$ cat src/rtl/rs_pkg.sv
// Shared constants for the rejection sampler.
// Assumes: candidates are 12 bits wide and byte groups are three bytes.
package rs_pkg;
    localparam int CW      = 12;  // coefficient / candidate width
    localparam int BYTE_W  = 8;
    localparam int GROUP_W = 3 * BYTE_W;
endpackage

$ cat src/rtl/rs_extract.sv
// Candidate extraction and compare stage.
// Splits each three-byte group into two 12-bit candidates, compares each
// candidate against the modulus, and registers values and keep flags together.
// Assumes: the consumer asserts take for exactly one cycle per registered beat.
module rs_extract
    import rs_pkg::*;
#(
    parameter int TRIPLES = 2,
    parameter int Q       = 3329,
    localparam int CANDS  = 2 * TRIPLES,
    localparam int IN_W   = GROUP_W * TRIPLES
) (
    input  logic                        clk,
    input  logic                        rst_n,
    input  logic                        flush,
    input  logic                        load,
    input  logic [IN_W-1:0]             in_bytes,
    input  logic                        take,
    output logic                        vld_q,
    output logic [CANDS-1:0][CW-1:0]    cand_q,
    output logic [CANDS-1:0]            keep_q
);
    logic [CANDS-1:0][CW-1:0] cand_w;
    logic [CANDS-1:0]         keep_w;

    // one extractor and two comparators per byte group
    for (genvar t = 0; t < TRIPLES; t++) begin : g_group
        logic [BYTE_W-1:0] b0, b1, b2;
        assign b0 = in_bytes[GROUP_W*t +: BYTE_W];
        assign b1 = in_bytes[GROUP_W*t + BYTE_W +: BYTE_W];
        assign b2 = in_bytes[GROUP_W*t + 2*BYTE_W +: BYTE_W];
        assign cand_w[2*t]   = {b1[3:0], b0};
        assign cand_w[2*t+1] = {b2, b1[7:4]};
        assign keep_w[2*t]   = cand_w[2*t]   < CW'(Q);
        assign keep_w[2*t+1] = cand_w[2*t+1] < CW'(Q);
    end

    // pipeline register: candidates and compare results move together
    always_ff @(posedge clk) begin
        if (!rst_n || flush) begin
            vld_q  <= 1'b0;
            cand_q <= '0;
            keep_q <= '0;
        end else if (load) begin
            vld_q  <= 1'b1;
            cand_q <= cand_w;
            keep_q <= keep_w;
        end else if (take) begin
            vld_q  <= 1'b0;
        end
    end

    // a registered beat that is not consumed must survive to the next cycle
    assert_stage_hold_R8: assert property (@(posedge clk) disable iff (!rst_n)
        (vld_q && !take && !flush && !load) |=> (vld_q && $stable(cand_q) && $stable(keep_q)));
endmodule

$ cat src/rtl/rs_compact.sv
// Compaction and packing stage.
// Merges leftover staged values with this cycle's kept candidates, preserving
// order, and emits one full beat whenever four or more values are available.
// It counts the beats and flags the final one. Staged values are discarded
// when the final beat is formed.
// Assumes: the lane count equals the candidate count per input beat, so at
// most one beat forms per cycle; in_vld is only raised when the queue has room.
module rs_compact
    import rs_pkg::*;
#(
    parameter int LANES  = 4,
    parameter int N_COEF = 256,
    localparam int MERGE = 2 * LANES - 1,
    localparam int SW    = $clog2(MERGE + 1),
    localparam int BEATS = N_COEF / LANES,
    localparam int BW    = $clog2(BEATS + 1)
) (
    input  logic                        clk,
    input  logic                        rst_n,
    input  logic                        flush,
    input  logic                        in_vld,
    input  logic [LANES-1:0][CW-1:0]    cand,
    input  logic [LANES-1:0]            keep,
    output logic                        beat_push,
    output logic [LANES*CW-1:0]         beat_data,
    output logic                        beat_last,
    output logic                        poly_done
);
    logic [CW-1:0]  stage_q   [LANES-1];
    logic [SW-1:0]  stage_cnt_q;
    logic [BW-1:0]  beat_cnt_q;
    logic [CW-1:0]  merged    [MERGE];
    logic [SW-1:0]  total;
    logic [LANES-1:0] keep_eff;

    assign keep_eff = in_vld ? keep : '0;

    // order-preserving merge: staged values first, then kept candidates
    always_comb begin
        for (int m = 0; m < MERGE; m++) merged[m] = '0;
        for (int i = 0; i < LANES - 1; i++) begin
            if (SW'(i) < stage_cnt_q) merged[i] = stage_q[i];
        end
        total = stage_cnt_q;
        for (int j = 0; j < LANES; j++) begin
            if (keep_eff[j]) begin
                merged[total] = cand[j];
                total = total + SW'(1);
            end
        end
    end

    // beat formation: the first four merged values go out in lane order
    always_comb begin
        for (int k = 0; k < LANES; k++) beat_data[k*CW +: CW] = merged[k];
    end

    assign beat_push = in_vld && (total >= SW'(LANES));
    assign beat_last = (beat_cnt_q == BW'(BEATS - 1));
    assign poly_done = beat_push && beat_last;

    // staging and beat count update
    always_ff @(posedge clk) begin
        if (!rst_n || flush) begin
            stage_cnt_q <= '0;
            beat_cnt_q  <= '0;
            for (int i = 0; i < LANES - 1; i++) stage_q[i] <= '0;
        end else if (poly_done) begin
            stage_cnt_q <= '0;
            beat_cnt_q  <= beat_cnt_q + BW'(1);
            for (int i = 0; i < LANES - 1; i++) stage_q[i] <= '0;
        end else if (beat_push) begin
            stage_cnt_q <= total - SW'(LANES);
            beat_cnt_q  <= beat_cnt_q + BW'(1);
            for (int i = 0; i < LANES - 1; i++) stage_q[i] <= merged[i + LANES];
        end else begin
            stage_cnt_q <= total;
            for (int i = 0; i < LANES - 1; i++) stage_q[i] <= merged[i];
        end
    end

    // leftovers never reach a full beat
    assert_stage_bound_R5: assert property (@(posedge clk) disable iff (!rst_n)
        stage_cnt_q < SW'(LANES));
    // no beat beyond the polynomial length
    assert_beat_limit_R6: assert property (@(posedge clk) disable iff (!rst_n)
        beat_push |-> (beat_cnt_q < BW'(BEATS)));
endmodule

$ cat src/rtl/rs_skid.sv
// Two-entry output queue.
// Decouples the downstream ready from the internal pipeline and holds each
// beat until it is taken.
// Assumes: push is only raised when full is low.
module rs_skid #(
    parameter int W = 49
) (
    input  logic         clk,
    input  logic         rst_n,
    input  logic         clear,
    input  logic         push,
    input  logic [W-1:0] din,
    output logic         full,
    output logic         out_valid,
    input  logic         out_ready,
    output logic [W-1:0] dout
);
    logic [W-1:0] mem_q [2];
    logic         head_q;
    logic [1:0]   cnt_q;
    logic         pop;
    logic         wr_idx;

    assign out_valid = (cnt_q != 2'd0);
    assign full      = (cnt_q == 2'd2);
    assign pop       = out_valid && out_ready;
    assign wr_idx    = head_q ^ (cnt_q != 2'd0);
    assign dout      = mem_q[head_q];

    // entry storage, written at the tail
    always_ff @(posedge clk) begin
        if (push) mem_q[wr_idx] <= din;
    end

    // occupancy and head pointer
    always_ff @(posedge clk) begin
        if (!rst_n || clear) begin
            cnt_q  <= 2'd0;
            head_q <= 1'b0;
        end else begin
            if (pop) head_q <= ~head_q;
            cnt_q <= cnt_q + {1'b0, push} - {1'b0, pop};
        end
    end

    assert_no_overflow_R8: assert property (@(posedge clk) disable iff (!rst_n)
        push |-> !full);
    assert_out_hold_R8: assert property (@(posedge clk) disable iff (!rst_n || clear)
        (out_valid && !out_ready) |=> (out_valid && $stable(dout)));
endmodule

$ cat src/rtl/ntt_reject_sampler.sv
// Rejection sampler top.
// Accepts two byte groups per input beat and keeps the candidates below Q.
// Emits the kept values four to a beat and stops after N_COEF coefficients
// until start is pulsed.
// Assumes: start is a single-cycle pulse; in_data is only sampled with in_ready.
module ntt_reject_sampler
    import rs_pkg::*;
#(
    parameter int TRIPLES  = 2,
    parameter int N_COEF   = 256,
    parameter int Q        = 3329,
    localparam int LANES   = 2 * TRIPLES,
    localparam int IN_W    = GROUP_W * TRIPLES,
    localparam int OUT_W   = LANES * CW
) (
    input  logic             clk,
    input  logic             rst_n,
    input  logic             start,
    input  logic             in_valid,
    output logic             in_ready,
    input  logic [IN_W-1:0]  in_data,
    output logic             out_valid,
    input  logic             out_ready,
    output logic [OUT_W-1:0] out_data,
    output logic             out_last
);
    logic                       running_q;
    logic                       s1_vld;
    logic [LANES-1:0][CW-1:0]   s1_cand;
    logic [LANES-1:0]           s1_keep;
    logic                       skid_full;
    logic                       take;
    logic                       load;
    logic                       beat_push;
    logic [OUT_W-1:0]           beat_data;
    logic                       beat_last;
    logic                       poly_done;
    logic [OUT_W:0]             skid_dout;

    assign take     = s1_vld && running_q && !skid_full && !start;
    assign in_ready = running_q && !start && (!s1_vld || take);
    assign load     = in_valid && in_ready;

    // collection enable: set by reset or start, cleared by the final beat
    always_ff @(posedge clk) begin
        if (!rst_n)         running_q <= 1'b1;
        else if (start)     running_q <= 1'b1;
        else if (poly_done) running_q <= 1'b0;
    end

    rs_extract #(.TRIPLES(TRIPLES), .Q(Q)) i_extract (
        .clk      (clk),
        .rst_n    (rst_n),
        .flush    (start || poly_done),
        .load     (load),
        .in_bytes (in_data),
        .take     (take),
        .vld_q    (s1_vld),
        .cand_q   (s1_cand),
        .keep_q   (s1_keep)
    );

    rs_compact #(.LANES(LANES), .N_COEF(N_COEF)) i_compact (
        .clk       (clk),
        .rst_n     (rst_n),
        .flush     (start),
        .in_vld    (take),
        .cand      (s1_cand),
        .keep      (s1_keep),
        .beat_push (beat_push),
        .beat_data (beat_data),
        .beat_last (beat_last),
        .poly_done (poly_done)
    );

    rs_skid #(.W(OUT_W + 1)) i_skid (
        .clk       (clk),
        .rst_n     (rst_n),
        .clear     (start),
        .push      (beat_push),
        .din       ({beat_last, beat_data}),
        .full      (skid_full),
        .out_valid (out_valid),
        .out_ready (out_ready),
        .dout      (skid_dout)
    );

    assign out_data = skid_dout[OUT_W-1:0];
    assign out_last = skid_dout[OUT_W];

    // once the final beat forms, input must close on the next cycle
    assert_input_closed_R7: assert property (@(posedge clk) disable iff (!rst_n)
        (poly_done && !start) |=> !in_ready);
    // a start pulse leaves an empty output side behind
    assert_start_clears_R10: assert property (@(posedge clk) disable iff (!rst_n)
        start |=> (!out_valid && in_ready));
endmodule

$ cat config.mk
export PLATFORM = sky130hd
export DESIGN_NAME = ntt_reject_sampler
export DESIGN_NICKNAME = d
export VERILOG_FILES = /design/src/rtl/rs_pkg.sv /design/src/rtl/rs_extract.sv /design/src/rtl/rs_compact.sv /design/src/rtl/rs_skid.sv /design/src/rtl/ntt_reject_sampler.sv
export SDC_FILE = /design/constraint.sdc
export NUM_CORES = 1
export LEC_CHECK = 0
export BUFFER_PORTS_ARGS = -buffer_cell sky130_fd_sc_hd__buf_2
export CAP_MARGIN = 20
export CORE_MARGIN = 5
export CORE_UTILIZATION = 25
export CTS_CLUSTER_DIAMETER = 50
export DETAILED_ROUTE_END_ITERATION = 16
export MAX_ROUTING_LAYER = met4
export PLACE_DENSITY = 0.48
export REMOVE_ABC_BUFFERS = 1
export SLEW_MARGIN = 0
export SYNTH_ARGS = -nofsm -noshare
export SYNTH_HDL_FRONTEND = slang
export SYNTH_SLANG_ARGS = --single-unit
$ cat constraint.sdc
create_clock -name clk -period 22.5 [get_ports clk]
set_clock_uncertainty 0.05 [all_clocks]
set_input_delay 2.25 -clock clk [delete_from_list [all_inputs] [get_ports clk]]
set_output_delay 2.25 -clock clk [all_outputs]
set_load 0.1 [all_outputs]
==> impl_metrics.toml <==
[power]
internal_dissipation_uw = 655
p_sw_uw = 206
ir_drop_mv = 0.0449
clock_network_power_share = 0.501
p_per_area_nw_per_um2 = 62.4
switching_part_of_the_total = 0.239
power_frac_comb = 0.032
design_power_total_uw = 862
pwr-share-seq = 0.468
power.leakage_nw = 4.87

[worst_setup_path]
cp_data_arrival_time_ns = 7.02
cp-end-kind = "register"
cp_max_fo = 36
cp-start-kind = "input pin"
cp.required_ns = 22.84
setup.worst_path.class = "input pin to register"

[global_route]
vias_in_the_first_global_route = 9594
grt_antenna_before_repair = 0
globalRouteOverflowTotal = 0
grt_max_degree = 58
wire_length_of_the_first_global_routing_pass_um = 60900
global_route.usage.total = 0.158

[finish]
finalCoreUtilization = 0.297
sequential_cell_area_um2 = 5390
final_cells = 1861
multi_input_area_um2 = 5950
n_antenna_cell = 0
layout_cells_sized_above_1 = 0.228
num-nets-final = 1291
num-fill-cells = 4905
layout_stage_area_growth_over_the_synthesis_result_pct = 17.6

[floorplan]
die_width_um = 227
io_pins = 104
die_area_um2 = 51400
die_height_um = 227
design.core.area_um2 = 46500
floorplan.initialDensity = 0.253
rows = 79

[logic_synthesis]
synth_top_cells_by_area = "edfxtp_1 (34%), dfxtp_1 (12%), mux2i_1 (8.3%), mux2_2 (8.3%), nand2_1 (4.4%)"
synthesis.yosys.warnings = 0
netlist_instances = 1161
synth_largest_area_cell = "edfxtp_1"
synth_commonest_cells = "nand2_1 (137), edfxtp_1 (134), mux2i_1 (97)"
share_of_synthesized_registers_carrying_an_async_set_or_reset = 0
ys_ff_latch = 202
synth.distinct_cells = 70
ys_dominant_reg_cell = "edfxtp_1"
number_of_flops_mapped_to_enable_cells_by_yosys = 134
share_of_yosys_cell_area_claimed_by_the_top_area_cell_type = 0.343
most_instantiated_library_cell_after_synthesis = "nand2_1"
post_synth_instance_area_um2 = 11700
syn-mean-instance-area_um2 = 10.1
synth.yosys.seq_area_share = 0.459

[placement]
place_congestion = 0.875
place_inst = 1806
port-buffer-count = 103
dp.final_hpwl_um = 27400

[route]
post_drt_via_cell_ratio = 5.24
drtIter0Drc = 830
routedWlPerCell_um = 22.0
drt_drc_violations_left = 0
detail_route.first_pass.iterations = 6
num_vias = 9754
routed_wl_um = 40900
antenna_violating_nets_post_route = 0

[worst_hold_path]
hold_class = "register to register"

[sta]
slew_viol_final = 0
grt_setup_unrepaired = "no"
timing.fmax_ghz = 0.150
setup_viol = 0
timing_worst_slew_pin_value_ns = 1.14
period_minus_slack_ns = 6.67
timing_hold_violations_final = 0
slew-limit-headroom = 0.233
post-route-period-util = 0.297
setup_total_negative_slack_ns = 0

[clock_tree]
cts.repair.resized = 0
cts_htree_levels = 1
clkLatencyLatePin_ns = 0.56
cts_hold_buffers = 0
tritoncts_clock_tree = "done"
cts.root.buffer_cell = "clkbuf_16"
cts.reportedPaths.clkPinSlew_ns = 0.06
setup_bufs_post_cts = 0
cts.sink_count = 202
cts_buffer_depth = 3
cts_bufs_inserted = 28

[run_status]
run_status = "completed"

[flow_run]
maxCapViolCount = 0
## metrics by stage
stage | cell area [um2] | setup WS [ns] | hold slack (ns)
after floorplan | 11300 | 13.81 | 0.398
after global placement | 12900 | 15.43 | 0.409
after detailed placement | 12900 | 15.30 | 0.417
after CTS | 13800 | 15.89 | 0.426
after global routing | 13800 | 15.57 | 0.453
final | 13800 | 15.83 | 0.427
## routing by layer
layer	routed length, um	vias up	global-route usage	part of all wire
met1	17700	4819	0.210	0.43
met4	979	0	0.0388	0.024
li1	-	4470	-	-
met2	19400	406	0.255	0.47
met5	0	-	-	0
met3	2800	59	0.0252	0.069
## worst max-delay path, stage by stage
cell and delay (ns):
buf_2 0.13, nand2b_1 0.26, or3_1 0.76, xnor2_1 0.25, ha_1 0.32, nand3_1 0.07
o221ai_1 0.29, nor2_1 0.41, nor2_1 0.14, ha_1 0.21, nand2_1 0.13, xnor2_2 0.21
or4_2 1.20, o2bb2ai_1 0.33
## layout make-up
class / count / share of cell area
clock buffer: 34 / 0.0539
clock inverter: 18 / 0.0120
inverter: 30 / 0.00816
multi-input combinational: 846 / 0.431
sequential: 202 / 0.390
tap: 607 / 0.0550
timing repair buffer: 124 / 0.0491
## power by group through the flow
stage          Combinational, mW  Clock (mW)  Sequential, mW
6_report                  0.0274       0.431           0.403
5_1_grt                   0.0305       0.455           0.403
4_1_cts                   0.0276       0.440           0.403
3_5_place_dp              0.0275           0           0.411
3_3_place_gp              0.0274           0           0.410
2_1_floorplan             0.0134           0           0.407
## sequential cells by signal (all words and copies together) (netlist names), named ones only
register	flops
i_extract.vld_q	1
i_compact.stage_q	36
i_compact.stage_cnt_q	3
i_extract.keep_q	4
i_skid.cnt_q	2
running_q	1
i_skid.head_q	1
i_compact.beat_cnt_q	7
i_extract.cand_q	48
i_skid.mem_q	98
## cell usage in the layout (no fill, tap or decap), types with 7 or more instances in the layout
master     instances
nand2_1          137
edfxtp_1         134
buf_2            103
mux2i_1           97
mux2_2            86
a21oi_1           79
dfxtp_1           67
nor2_1            62
a22oi_1           52
conb_1            36
o21ai_0           34
inv_1             30
clkbuf_16         28
o2bb2ai_1         25
buf_4             19
or3_1             18
a31oi_1           14
nor3_1            14
nand3_1           12
a22o_1            12
a211oi_1          12
o32ai_1           12
a2111oi_0         12
nor4_1             9
a221oi_1           9
nor2b_1            7
## kinds of logic after synthesis
group,Yosys count,synth area share
muxes,183,0.165
adders and majority gates,6,0.00640
and+or+nand+nor,307,0.124
DFF,202,0.459
other,1,0.000320
xor gates and xnor gates,14,0.0147
AOI/OAI and AO/OA,300,0.176
buffers and inverters,148,0.0545
## worst paths after layout
check             depth (start not counted)  slack (ns)               startpoint                  endpoint
setup / recovery                         14       15.83                    start  i_compact.stage_q[0][18]
hold / removal                            2        0.43  i_compact.beat_cnt_q[4]   i_compact.beat_cnt_q[4]
setup reg to reg                         13       16.96          i_skid.cnt_q[1]  i_compact.stage_q[0][18]
hold reg to reg                           2        0.43  i_compact.beat_cnt_q[4]   i_compact.beat_cnt_q[4]
Power figures use the tool's default switching activity.
